### config.mk
export PLATFORM = sky130hd
export DESIGN_NAME = codec_mixer_regs
export DESIGN_NICKNAME = d
export VERILOG_FILES = /design/src/rtl/mixr_pkg.sv /design/src/rtl/mixr_stereo.sv /design/src/rtl/mixr_rate_bank.sv /design/src/rtl/mixr_rd_mux.sv /design/src/rtl/codec_mixer_regs.sv
export SDC_FILE = /design/constraint.sdc
export NUM_CORES = 1
export LEC_CHECK = 0
export BUFFER_PORTS_ARGS = -buffer_cell sky130_fd_sc_hd__buf_2
export CORE_ASPECT_RATIO = 2
export CORE_MARGIN = 5
export CORE_UTILIZATION = 45
export DETAILED_ROUTE_END_ITERATION = 7
export PLACE_DENSITY_LB_ADDON = 0.05
export SETUP_SLACK_MARGIN = 0.02
export SLEW_MARGIN = 40
export SYNTH_ARGS = -nofsm -noshare
export SYNTH_HDL_FRONTEND = slang
export SYNTH_SLANG_ARGS = --single-unit
### constraint.sdc
create_clock -name clk_i -period 1.7 [get_ports clk_i]
set_clock_uncertainty 0.2 [all_clocks]
set_input_delay 0.085 -clock clk_i [delete_from_list [all_inputs] [get_ports clk_i]]
set_output_delay 0.085 -clock clk_i [all_outputs]
set_load 0.01 [all_outputs]
### src/rtl/mixr_pkg.sv
package mixr_pkg;
  localparam int AW = 7;
  localparam int DW = 16;
  localparam int VW = 6;
  localparam int MGW = 5;
  localparam int NRATE = 3;
  localparam int NSTEREO = 3;
  localparam int RDYW = 4;

  localparam logic [AW-1:0] OFS_CAPS   = 7'h00;
  localparam logic [AW-1:0] OFS_MASTER = 7'h02;
  localparam logic [AW-1:0] OFS_MIC    = 7'h0E;
  localparam logic [AW-1:0] OFS_PCM    = 7'h18;
  localparam logic [AW-1:0] OFS_REC    = 7'h1C;
  localparam logic [AW-1:0] OFS_PWR    = 7'h26;
  localparam logic [AW-1:0] OFS_XID    = 7'h28;
  localparam logic [AW-1:0] OFS_XCTL   = 7'h2A;
  localparam logic [AW-1:0] OFS_RATE_F = 7'h2C;
  localparam logic [AW-1:0] OFS_RATE_S = 7'h2E;
  localparam logic [AW-1:0] OFS_RATE_L = 7'h30;
  localparam logic [AW-1:0] OFS_VID1   = 7'h7C;
  localparam logic [AW-1:0] OFS_VID2   = 7'h7E;

  localparam logic [DW-1:0] CAPS_WORD = 16'h0001;
  localparam logic [DW-1:0] XID_WORD  = 16'h01C1;
  localparam logic [DW-1:0] VID_WORD  = 16'h5A1E;
  localparam logic [DW-1:0] RATE_48K  = 16'hBB80;

  typedef struct packed {
    logic          mute;
    logic [VW-1:0] l;
    logic [VW-1:0] r;
  } stereo_t;

  typedef struct packed {
    logic           mute;
    logic           boost;
    logic [MGW-1:0] gain;
  } mic_t;

  function automatic logic [DW-1:0] stereo_word(stereo_t s);
    return {s.mute, 1'b0, s.l, 2'b00, s.r};
  endfunction

  function automatic logic [DW-1:0] mic_word(mic_t m);
    return {m.mute, 8'h00, m.boost, 1'b0, m.gain};
  endfunction

  function automatic logic is_mapped(logic [AW-1:0] a);
    case (a)
      OFS_CAPS, OFS_MASTER, OFS_MIC, OFS_PCM, OFS_REC, OFS_PWR, OFS_XID,
      OFS_XCTL, OFS_RATE_F, OFS_RATE_S, OFS_RATE_L, OFS_VID1, OFS_VID2:
        return 1'b1;
      default: return 1'b0;
    endcase
  endfunction
endpackage

### src/rtl/mixr_stereo.sv
module mixr_stereo
  import mixr_pkg::*;
#(
  parameter logic          RST_MUTE = 1'b1,
  parameter logic [VW-1:0] RST_L    = '0,
  parameter logic [VW-1:0] RST_R    = '0
) (
  input  logic          clk_i,
  input  logic          rst_ni,
  input  logic          wr_i,
  input  logic          mute_i,
  input  logic [VW-1:0] l_i,
  input  logic [VW-1:0] r_i,
  output stereo_t       q_o
);
  always_ff @(posedge clk_i or negedge rst_ni) begin
    if (!rst_ni) begin
      q_o <= '{mute: RST_MUTE, l: RST_L, r: RST_R};
    end else if (wr_i) begin
      q_o <= '{mute: mute_i, l: l_i, r: r_i};
    end
  end


  stereo_load_chk: assert property (@(posedge clk_i) disable iff (!rst_ni)
    wr_i |=> (q_o.mute == $past(mute_i)) && (q_o.l == $past(l_i)) && (q_o.r == $past(r_i)));

  stereo_hold_chk: assert property (@(posedge clk_i) disable iff (!rst_ni)
    !wr_i |=> $stable(q_o));
endmodule

### src/rtl/mixr_rate_bank.sv
module mixr_rate_bank
  import mixr_pkg::*;
#(
  parameter int N = NRATE,
  parameter logic [DW-1:0] RST_RATE = RATE_48K
) (
  input  logic                clk_i,
  input  logic                rst_ni,
  input  logic [N-1:0]        wr_i,
  input  logic                restore_i,
  input  logic [DW-1:0]       wdata_i,
  output logic [N-1:0][DW-1:0] rate_o
);
  for (genvar g = 0; g < N; g++) begin : g_lane
    always_ff @(posedge clk_i or negedge rst_ni) begin
      if (!rst_ni)        rate_o[g] <= RST_RATE;
      else if (restore_i) rate_o[g] <= RST_RATE;
      else if (wr_i[g])   rate_o[g] <= wdata_i;
    end


    rate_load_chk: assert property (@(posedge clk_i) disable iff (!rst_ni)
      (wr_i[g] && !restore_i) |=> rate_o[g] == $past(wdata_i));
  end


  rate_restore_chk: assert property (@(posedge clk_i) disable iff (!rst_ni)
    restore_i |=> (rate_o == {N{RST_RATE}}));
endmodule

### src/rtl/mixr_rd_mux.sv
module mixr_rd_mux
  import mixr_pkg::*;
(
  input  logic [AW-1:0]           addr_i,
  input  stereo_t                 master_i,
  input  stereo_t                 pcm_i,
  input  stereo_t                 rec_i,
  input  mic_t                    mic_i,
  input  logic [DW-RDYW-1:0]      pwr_ctl_i,
  input  logic [DW-1:0]           xctl_i,
  input  logic [NRATE-1:0][DW-1:0] rate_i,
  output logic [DW-1:0]           word_o
);
  always_comb begin
    unique case (addr_i)
      OFS_CAPS:   word_o = CAPS_WORD;
      OFS_MASTER: word_o = stereo_word(master_i);
      OFS_MIC:    word_o = mic_word(mic_i);
      OFS_PCM:    word_o = stereo_word(pcm_i);
      OFS_REC:    word_o = stereo_word(rec_i);
      OFS_PWR:    word_o = {pwr_ctl_i, {RDYW{1'b1}}};
      OFS_XID:    word_o = XID_WORD;
      OFS_XCTL:   word_o = xctl_i;
      OFS_RATE_F: word_o = rate_i[0];
      OFS_RATE_S: word_o = rate_i[1];
      OFS_RATE_L: word_o = rate_i[2];
      OFS_VID1,
      OFS_VID2:   word_o = VID_WORD;
      default:    word_o = '0;
    endcase
  end
endmodule

### src/rtl/codec_mixer_regs.sv
module codec_mixer_regs
  import mixr_pkg::*;
(
  input  logic           clk_i,
  input  logic           rst_ni,
  input  logic [AW-1:0]  addr_i,
  input  logic [DW-1:0]  wdata_i,
  input  logic           we_i,
  input  logic           re_i,
  output logic [DW-1:0]  rdata_o,
  output logic           master_mute_o,
  output logic [VW-1:0]  master_att_l_o,
  output logic [VW-1:0]  master_att_r_o,
  output logic           pcm_mute_o,
  output logic [VW-1:0]  pcm_att_l_o,
  output logic [VW-1:0]  pcm_att_r_o,
  output logic           rec_mute_o,
  output logic [VW-1:0]  rec_gain_l_o,
  output logic [VW-1:0]  rec_gain_r_o,
  output logic           mic_mute_o,
  output logic           mic_boost_o,
  output logic [MGW-1:0] mic_gain_o
  ,output logic [DW-1:0] dac_rate_o
);
  localparam logic [NSTEREO-1:0][AW-1:0] ST_OFS = {OFS_REC, OFS_PCM, OFS_MASTER};
  localparam logic [NSTEREO-1:0][VW-1:0] ST_RST = {6'd0, 6'd8, 6'd0};
  localparam logic [NRATE-1:0][AW-1:0]   RT_OFS = {OFS_RATE_L, OFS_RATE_S, OFS_RATE_F};

  stereo_t                   st_q [NSTEREO];
  mic_t                      mic_q;
  logic [DW-RDYW-1:0]        pwr_ctl_q;
  logic [DW-1:0]             xctl_q;
  logic [NRATE-1:0][DW-1:0]  rate_q;
  logic [NRATE-1:0]          rate_wr;
  logic                      restore;
  logic [DW-1:0]             rd_word;

  assign restore = we_i && (addr_i == OFS_CAPS);

  for (genvar g = 0; g < NSTEREO; g++) begin : g_st
    mixr_stereo #(.RST_MUTE(1'b1), .RST_L(ST_RST[g]), .RST_R(ST_RST[g])) u_st (
      .clk_i  (clk_i),
      .rst_ni (rst_ni),
      .wr_i   (we_i && (addr_i == ST_OFS[g])),
      .mute_i (wdata_i[15]),
      .l_i    (wdata_i[13:8]),
      .r_i    (wdata_i[5:0]),
      .q_o    (st_q[g])
    );
  end

  for (genvar g = 0; g < NRATE; g++) begin : g_rwr
    assign rate_wr[g] = we_i && (addr_i == RT_OFS[g]);
  end

  mixr_rate_bank #(.N(NRATE), .RST_RATE(RATE_48K)) u_rates (
    .clk_i     (clk_i),
    .rst_ni    (rst_ni),
    .wr_i      (rate_wr),
    .restore_i (restore),
    .wdata_i   (wdata_i),
    .rate_o    (rate_q)
  );

  always_ff @(posedge clk_i or negedge rst_ni) begin
    if (!rst_ni) begin
      mic_q     <= '{mute: 1'b1, boost: 1'b0, gain: 5'd8};
      pwr_ctl_q <= '0;
      xctl_q    <= '0;
    end else if (we_i) begin
      unique case (addr_i)
        OFS_MIC:  mic_q <= '{mute: wdata_i[15], boost: wdata_i[6], gain: wdata_i[4:0]};
        OFS_PWR:  pwr_ctl_q <= wdata_i[DW-1:RDYW];
        OFS_XCTL: xctl_q <= wdata_i;
        OFS_CAPS: xctl_q[0] <= 1'b0; // partial reset drops variable-rate enable
        default: ;
      endcase
    end
  end

  mixr_rd_mux u_mux (
    .addr_i    (addr_i),
    .master_i  (st_q[0]),
    .pcm_i     (st_q[1]),
    .rec_i     (st_q[2]),
    .mic_i     (mic_q),
    .pwr_ctl_i (pwr_ctl_q),
    .xctl_i    (xctl_q),
    .rate_i    (rate_q),
    .word_o    (rd_word)
  );

  always_ff @(posedge clk_i or negedge rst_ni) begin
    if (!rst_ni)   rdata_o <= '0;
    else if (re_i) rdata_o <= rd_word;
  end

  assign master_mute_o  = st_q[0].mute;
  assign master_att_l_o = st_q[0].l;
  assign master_att_r_o = st_q[0].r;
  assign pcm_mute_o     = st_q[1].mute;
  assign pcm_att_l_o    = st_q[1].l;
  assign pcm_att_r_o    = st_q[1].r;
  assign rec_mute_o     = st_q[2].mute;
  assign rec_gain_l_o   = st_q[2].l;
  assign rec_gain_r_o   = st_q[2].r;
  assign mic_mute_o     = mic_q.mute;
  assign mic_boost_o    = mic_q.boost;
  assign mic_gain_o     = mic_q.gain;
  assign dac_rate_o     = rate_q[0];


  rdata_hold_chk: assert property (@(posedge clk_i) disable iff (!rst_ni)
    !re_i |=> $stable(rdata_o));

  unmapped_zero_chk: assert property (@(posedge clk_i) disable iff (!rst_ni)
    (re_i && !is_mapped(addr_i)) |=> rdata_o == '0);

  pwr_ready_chk: assert property (@(posedge clk_i) disable iff (!rst_ni)
    (re_i && addr_i == OFS_PWR) |=> rdata_o[RDYW-1:0] == {RDYW{1'b1}});

  xctl_restore_chk: assert property (@(posedge clk_i) disable iff (!rst_ni)
    restore |=> !xctl_q[0] && (xctl_q[DW-1:1] == $past(xctl_q[DW-1:1])));

  const_read_chk: assert property (@(posedge clk_i) disable iff (!rst_ni)
    (re_i && addr_i == OFS_XID) |=> rdata_o == XID_WORD);
endmodule

==> flow_metrics.tcl, run 1 <==
set metrics [dict create \
    portBuffers 104 \
    timing.hold.ws_ns 0.0392 \
    power_density_mw_per_mm2 986 \
    reg2reg_slack_ns 0.20 \
    dp_hpwl_um 16500 \
    coreArea_mm2 0.0147 \
    synthDistinctLibCells 65 \
    clock.fmax_mhz 637 \
    finalSetupViolations 0 \
    grt_pass1_vias 5882 \
    path_clk_slew_ns 0.06 \
    r2r_end "rdata_o[10]$_DFFE_PN0P_" \
    cts_buffers 17 \
    drv_cap 0 \
    nNetsFinal 832 \
    yosys.area.top_type_share_pct 41.4 \
    min-delay-start "addr_i[3]" \
    period_minus_slack_ns 1.57 \
    grt_pass1_wl_um 34800 \
    wl_per_cell_um 22.1 \
    ant_nets 0 \
    vias 5608 \
    status "finished, final reports clean" \
    antenna_found_initial 0 \
    criticalPathCategory "primary input to register" \
    timing.rr.start "u_rates.rate_o[10]$_DFFE_PN0P_" \
    fin_crit_sh_pct 92.3 \
    cts_buffer_depth 2 \
    design.portCount 105 \
    die_area_mm2 0.0175 \
    synth_common_cells "115 x nand2_1, 110 x dfrtp_1, 53 x mux2_2" \
    synth_ff_type "dfrtp_1" \
    final_max_slew_viol_count 0 \
    first_pass_iters 6 \
    hold_class "primary input to register" \
    whs_endpoint "u_rates.rate_o[32]$_DFFE_PN0P_" \
    rows 63 \
    synthToLayoutAreaGrowth_pct 34.4 \
    grt_max_degree 51 \
    yosys_warnings 0 \
    start_util_pct 45.4 \
    required_ns 1.81 \
    drt_iter0_markers 400 \
    cts_sinks 138 \
    postCtsSetupBuffers 0 \
    grt_overflow 0 \
    rr_worst_depth 3 \
    post-place-ws_ns -0.225 \
    cts_max_level 4 \
    synth_top_area_cell "dfrtp_1" \
    tightestPinTransition_ns 0.531 \
    die_height_um 182 \
    syn-num-nets 639 \
    synth_area_mm2 0.00665 \
    cp.arrival_ns 1.68 \
    synth_area_per_cell_um2 10.9 \
    syn_inst 612 \
    layout_setup_ws_ns 0.131 \
    cts-root-buf "clkbuf_16" \
    post_drt_via_cell_ratio 5.54 \
    routabilityCongestion 0.908 \
    hold_depth 6 \
    route.detailed.drc 0 \
    p_leak_nw 4.35 \
    synth_most_common_cell "nand2_1" \
    vdd_drop_max_v 0.000698 \
    drive_gt1_share_pct 44.3 \
    ys_async_sr_fraction_pct 100 \
    clk_latency_ns 0.43 \
    end_kind "register" \
    slew-limit-headroom_pct 64.5 \
    ys_seq_elements 138 \
    track_usage_pct 27.3 \
    final_util_pct 61.0 \
    yosysSeqAreaShare_pct 52.4 \
    drt-total-wl_um 22400 \
    critPathLaunchType "primary input" \
    finalPower_w 0.00882 \
    synth-edff-count 0 \
    n_antenna_cell 0 \
    cts_tree "yes" \
    fp.dieW_um 96.0 \
    setup_tns_ns 0 \
    final_hold_viol_count 0 \
    synth_area_leaders "dfrtp_1 41%, dfstp_2 11%, mux2_2 9.0%, nand2_1 6.5%, mux2_1 3.9%" \
    crit_fanout 14 \
    rsz0062_at_grt "no" \
]
[critical path: stages]
cell	delay (ns)
dlygate4sd3_1	0.52
buf_2	0.30
nand2_1	0.23
buf_4	0.23
mux2_1	0.31
[placed cells by master, fill, tap and decap left out, types with 3 or more instances in the layout]
| master | synthesis | final |
|---|---|---|
| o21ai_0 | 9 | 9 |
| a221oi_1 | 11 | 11 |
| nor3_1 | 5 | 5 |
| nand2_1 | 115 | 115 |
| a222oi_1 | 6 | 6 |
| a31oi_1 | 4 | 4 |
| nor2b_1 | 5 | 5 |
| nor2_2 | 4 | 4 |
| nor2_1 | 21 | 21 |
| mux2_4 | 0 | 17 |
| dlygate4sd3_1 | 0 | 21 |
| clkbuf_16 | 0 | 17 |
| clkinvlp_4 | 0 | 4 |
| mux2_1 | 23 | 6 |
| a21oi_1 | 38 | 38 |
| buf_2 | 16 | 103 |
| buf_12 | 0 | 14 |
| bufinv_16 | 0 | 3 |
| nand3_1 | 32 | 32 |
| inv_1 | 3 | 3 |
| mux2_2 | 53 | 53 |
| a41oi_1 | 3 | 3 |
| and2_1 | 3 | 3 |
| a22oi_1 | 22 | 22 |
| dfrtp_1 | 110 | 110 |
| o221a_2 | 3 | 3 |
| mux2i_1 | 7 | 7 |
| nand2b_1 | 4 | 4 |
| clkinv_2 | 0 | 4 |
| dfstp_2 | 28 | 28 |
| buf_4 | 23 | 92 |
[repair_timing]
action / in CTS / in global routing
resized for setup: 0 / 0
hold endpoints to repair: 270 / 0
hold buffers: 21 / 0
[layer usage]
layer	part of all wire (%)	vias to the layer above	wire (um)	global-route usage, %
met5	0	-	0	0
met4	3.4	0	759	11.3
met3	4.7	45	1050	5.64
met2	51	187	11500	45.1
met1	40	2804	9070	34.0
li1	-	2572	-	-
[metrics by stage]
step	cell area (um2)	std cells
final	8940	1013
after global routing	8940	1013
after CTS	8940	1013
after detailed placement	8130	960
after global placement	8130	960
after floorplan	6750	612
[worst max-delay path by stage]
stage | depth (start not counted) | end | startpoint
detailed placement | 9 | u_rates.rate_o[2]$_DFFE_PN0P_ | addr_i[0]
CTS | 5 | g_st[2].u_st.q_o[4]$_DFFE_PN0P_ | we_i
global route | 9 | u_rates.rate_o[2]$_DFFE_PN0P_ | addr_i[0]
floorplan | 7 | xctl_q[10]$_DFFE_PN0P_ | addr_i[6]
finish | 5 | g_st[2].u_st.q_o[4]$_DFFE_PN0P_ | we_i
global placement | 9 | u_rates.rate_o[0]$_DFFE_PN0P_ | addr_i[0]
[power by group]
| group | internal, W | switching [W] |
|---|---|---|
| sequential | 0.00368 | 0.000224 |
| clock | 0.00237 | 0.00143 |
| combinational | 0.000533 | 0.000569 |
| total | 0.00659 | 0.00223 |
[state kept, by name, summed over array words and instances, names as in the netlist]
signal and flops:
xctl_q 16, mic_gain_o 5, rdata_o 16, pwr_ctl_q 12, mic_mute_o 1, g_st.u_st.q_o 39, mic_boost_o 1, u_rates.rate_o 48
[final cells by class]
class,instances,area [um2]
Fill cell,1276,5720
Inverter,3,11.3
Timing Repair Buffer,231,1710
Sequential cell,138,3490
Clock inverter,12,149
Clock buffer,20,457
Tap cell,195,244
Multi-Input combinational cell,414,2880
[cells by family after synthesis]
logic type / after synthesis / share of synthesized area (%)
DFF: 138 / 52.4
buffers and inverters: 60 / 5.55
and+or+nand+nor: 219 / 16.2
muxes: 83 / 13.9
AOI/OAI and AO/OA: 112 / 11.9
(Power assumes the default switching activity.)
==> inputs of run 2 (changes only) <==
ABC_AREA = 1   (was not set)
==> run 2 against run 1 <==
  * Via count increased by 8.8%
  * Clock power about the same
  * Non-clock buffer count decreased by 59
  * Flip-flop and latch count unchanged
  * Die area decreased by 0.54%
  * Cell count increased by 17%
==> flow_metrics.tcl, run 2 <==
set metrics [dict create \
    design.portCount 105 \
    ys_async_sr_fraction_pct 100 \
    postCtsSetupBuffers 0 \
    synthToLayoutAreaGrowth_pct 26.4 \
    criticalPathCategory "primary input to async pin" \
    rsz0062_at_grt "no" \
    yosysSeqAreaShare_pct 52.8 \
    cts_buffer_depth 2 \
    tightestPinTransition_ns 0.576 \
    cp.arrival_ns 1.89 \
    slowest_delay_ns 0.56 \
    dp_hpwl_um 15300 \
    final_max_slew_viol_count 0 \
    drt-total-wl_um 20700 \
    end_kind "async pin" \
    coreArea_mm2 0.0144 \
    hold_class "primary input to register" \
    regMostFlops "u_rates.rate_o" \
    cts_max_level 4 \
    synth-edff-count 0 \
    slew-limit-headroom_pct 61.5 \
    vias 6100 \
    die_area_mm2 0.0174 \
    portBuffers 104 \
    crit_path_cell_trace "dlygate4sd3_1 > dlygate4sd3_1 > clkbuf_8 > buf_4" \
    synthDistinctLibCells 24 \
    synth_area_mm2 0.00661 \
    finalPower_w 0.00872 \
    layout_commonest_cell "nand2_1" \
    clk_latency_ns 0.42 \
    syn-num-nets 870 \
    p_sw_share_pct 25.8 \
    power_density_mw_per_mm2 1040 \
    drv_cap 0 \
    critPathLaunchType "primary input" \
    drt_iter0_markers 468 \
    synth_area_leaders "dfrtp_1 42%, nand2_1 17%, dfstp_2 11%, o21ai_0 6.8%, nand3_1 5.0%" \
    route.detailed.drc 0 \
    required_ns 2.03 \
    p_seq_share_pct 45.3 \
    fin_crit_sh_pct 91.3 \
    rows 62 \
    p_clk_share_pct 43.6 \
    cts_buffers 17 \
    synth_common_cells "296 x nand2_1, 110 x dfrtp_1, 90 x o21ai_0" \
    largest_reg_flops 48 \
    p_sw_w 0.00225 \
    fp.dieW_um 95.7 \
    die_height_um 181 \
    reg2reg_slack_ns 0.30 \
    synth_area_per_cell_um2 7.84 \
    antenna_found_initial 0 \
    p_comb_share_pct 11.1 \
    finalSetupViolations 0 \
    nNetsFinal 1008 \
    post_drt_via_cell_ratio 5.14 \
    drive_gt1_share_pct 24.1 \
    period_minus_slack_ns 1.55 \
    cp_slowest_cell "dlygate4sd3_1" \
    top_regs "u_rates.rate_o: 48 flops, g_st.u_st.q_o: 39 flops" \
    cpMostUsedCell "dlygate4sd3_1" \
    start_util_pct 45.8 \
    most-common-layout-cells "296 x nand2_1, 110 x dfrtp_1, 103 x buf_2" \
    grt_overflow 0 \
    synth_most_common_cell "nand2_1" \
    first_pass_iters 6 \
    ant_nets 0 \
    final_hold_viol_count 0 \
    yosys.area.top_type_share_pct 41.6 \
    internal_power_w 0.00646 \
    clock.fmax_mhz 644 \
    path_clk_slew_ns 0.06 \
    syn_inst 843 \
    cts-root-buf "clkbuf_16" \
    status "finished, final reports clean" \
    timing.hold.ws_ns 0.0696 \
    grt_pass1_wl_um 33700 \
    synth_top_area_cell "dfrtp_1" \
    track_usage_pct 25.4 \
    ys_seq_elements 138 \
    setup_tns_ns 0 \
    crit_fanout 41 \
    n_antenna_cell 0 \
    grt_pass1_vias 6248 \
    vdd_drop_max_v 0.000699 \
    p_leak_nw 4.45 \
    yosys_warnings 0 \
    wl_per_cell_um 17.4 \
    cts_tree "yes" \
    grt_max_degree 42 \
    synth_ff_type "dfrtp_1" \
    cts_sinks 138 \
    routabilityCongestion 0.945 \
]
-- run 2: power groups by stage --
stage,clock [W],combinational [W],sequential (W)
final,0.00380,0.000968,0.00395
after global routing,0.00399,0.00109,0.00399
after CTS,0.00385,0.000983,0.00395
after detailed placement,0,0.000947,0.00399
after global placement,0,0.000920,0.00398
after floorplan,0,0.000532,0.00398
-- run 2: logic make-up (layout without fill, tap and decap cells) --
logic type	count (synthesis)	after routing	share of synthesized area, %
compound gates	127	127	10.5
simple gates	464	464	28.9
buf+inv	114	265	7.83
flops	138	138	52.8
-- run 2: critical path: cells and delay by family --
family | cells | cell delay [ns]
buffers and inverters | 4 | 1.79
-- run 2: final cells by class --
type | instances | area (um2)
fill | 1385 | 6070
clock buffer | 20 | 457
tap | 192 | 240
sequential | 138 | 3490
clock inverter | 12 | 149
multi-input combinational | 591 | 2610
timing repair buffer | 172 | 1190
inverter | 61 | 229
-- run 2: repair_timing --
action                                 CTS  global route
resized for setup                        0             1
endpoints found under the hold margin  258             0
hold buffers                            19             0
setup endpoints to repair                0             2
-- run 2: metal layers --
layer	vias up	global-route usage [%]	routed length, um
li1	2951	-	-
met3	39	3.73	977
met2	201	42.9	10600
met4	0	10.7	680
met5	-	0	0
met1	2909	31.9	8450
-- run 2: worst paths after layout --
check,from,to,cells after the start
max reg2reg,g_st[1].u_st.q_o[7]$_DFFE_PN0P_,rdata_o[9]$_DFFE_PN0P_,6
min,addr_i[6],u_rates.rate_o[47]$_DFFE_PN1P_,7
max in group clk_i,addr_i[1],rdata_o[8]$_DFFE_PN0P_,11
max,rst_ni,u_rates.rate_o[45]$_DFFE_PN1P_,4
min reg2reg,rdata_o[11]$_DFFE_PN0P_,rdata_o[11]$_DFFE_PN0P_,2
min in group asynchronous,rst_ni,rdata_o[11]$_DFFE_PN0P_,3
-- run 2: stage by stage --
| step | cell area (um2) | setup WS, ns | util [%] | std cells |
|---|---|---|---|---|
| 3_5_place_dp | 7560 | -0.119 | 52.4 | 1135 |
| 4_1_cts | 8350 | 0.0963 | 57.9 | 1186 |
| 6_report | 8360 | 0.148 | 57.9 | 1186 |
| 2_1_floorplan | 6610 | 0.150 | - | 843 |
| 3_3_place_gp | 7560 | -0.120 | 52.4 | 1135 |
| 5_1_grt | 8360 | 0.0486 | 57.9 | 1186 |
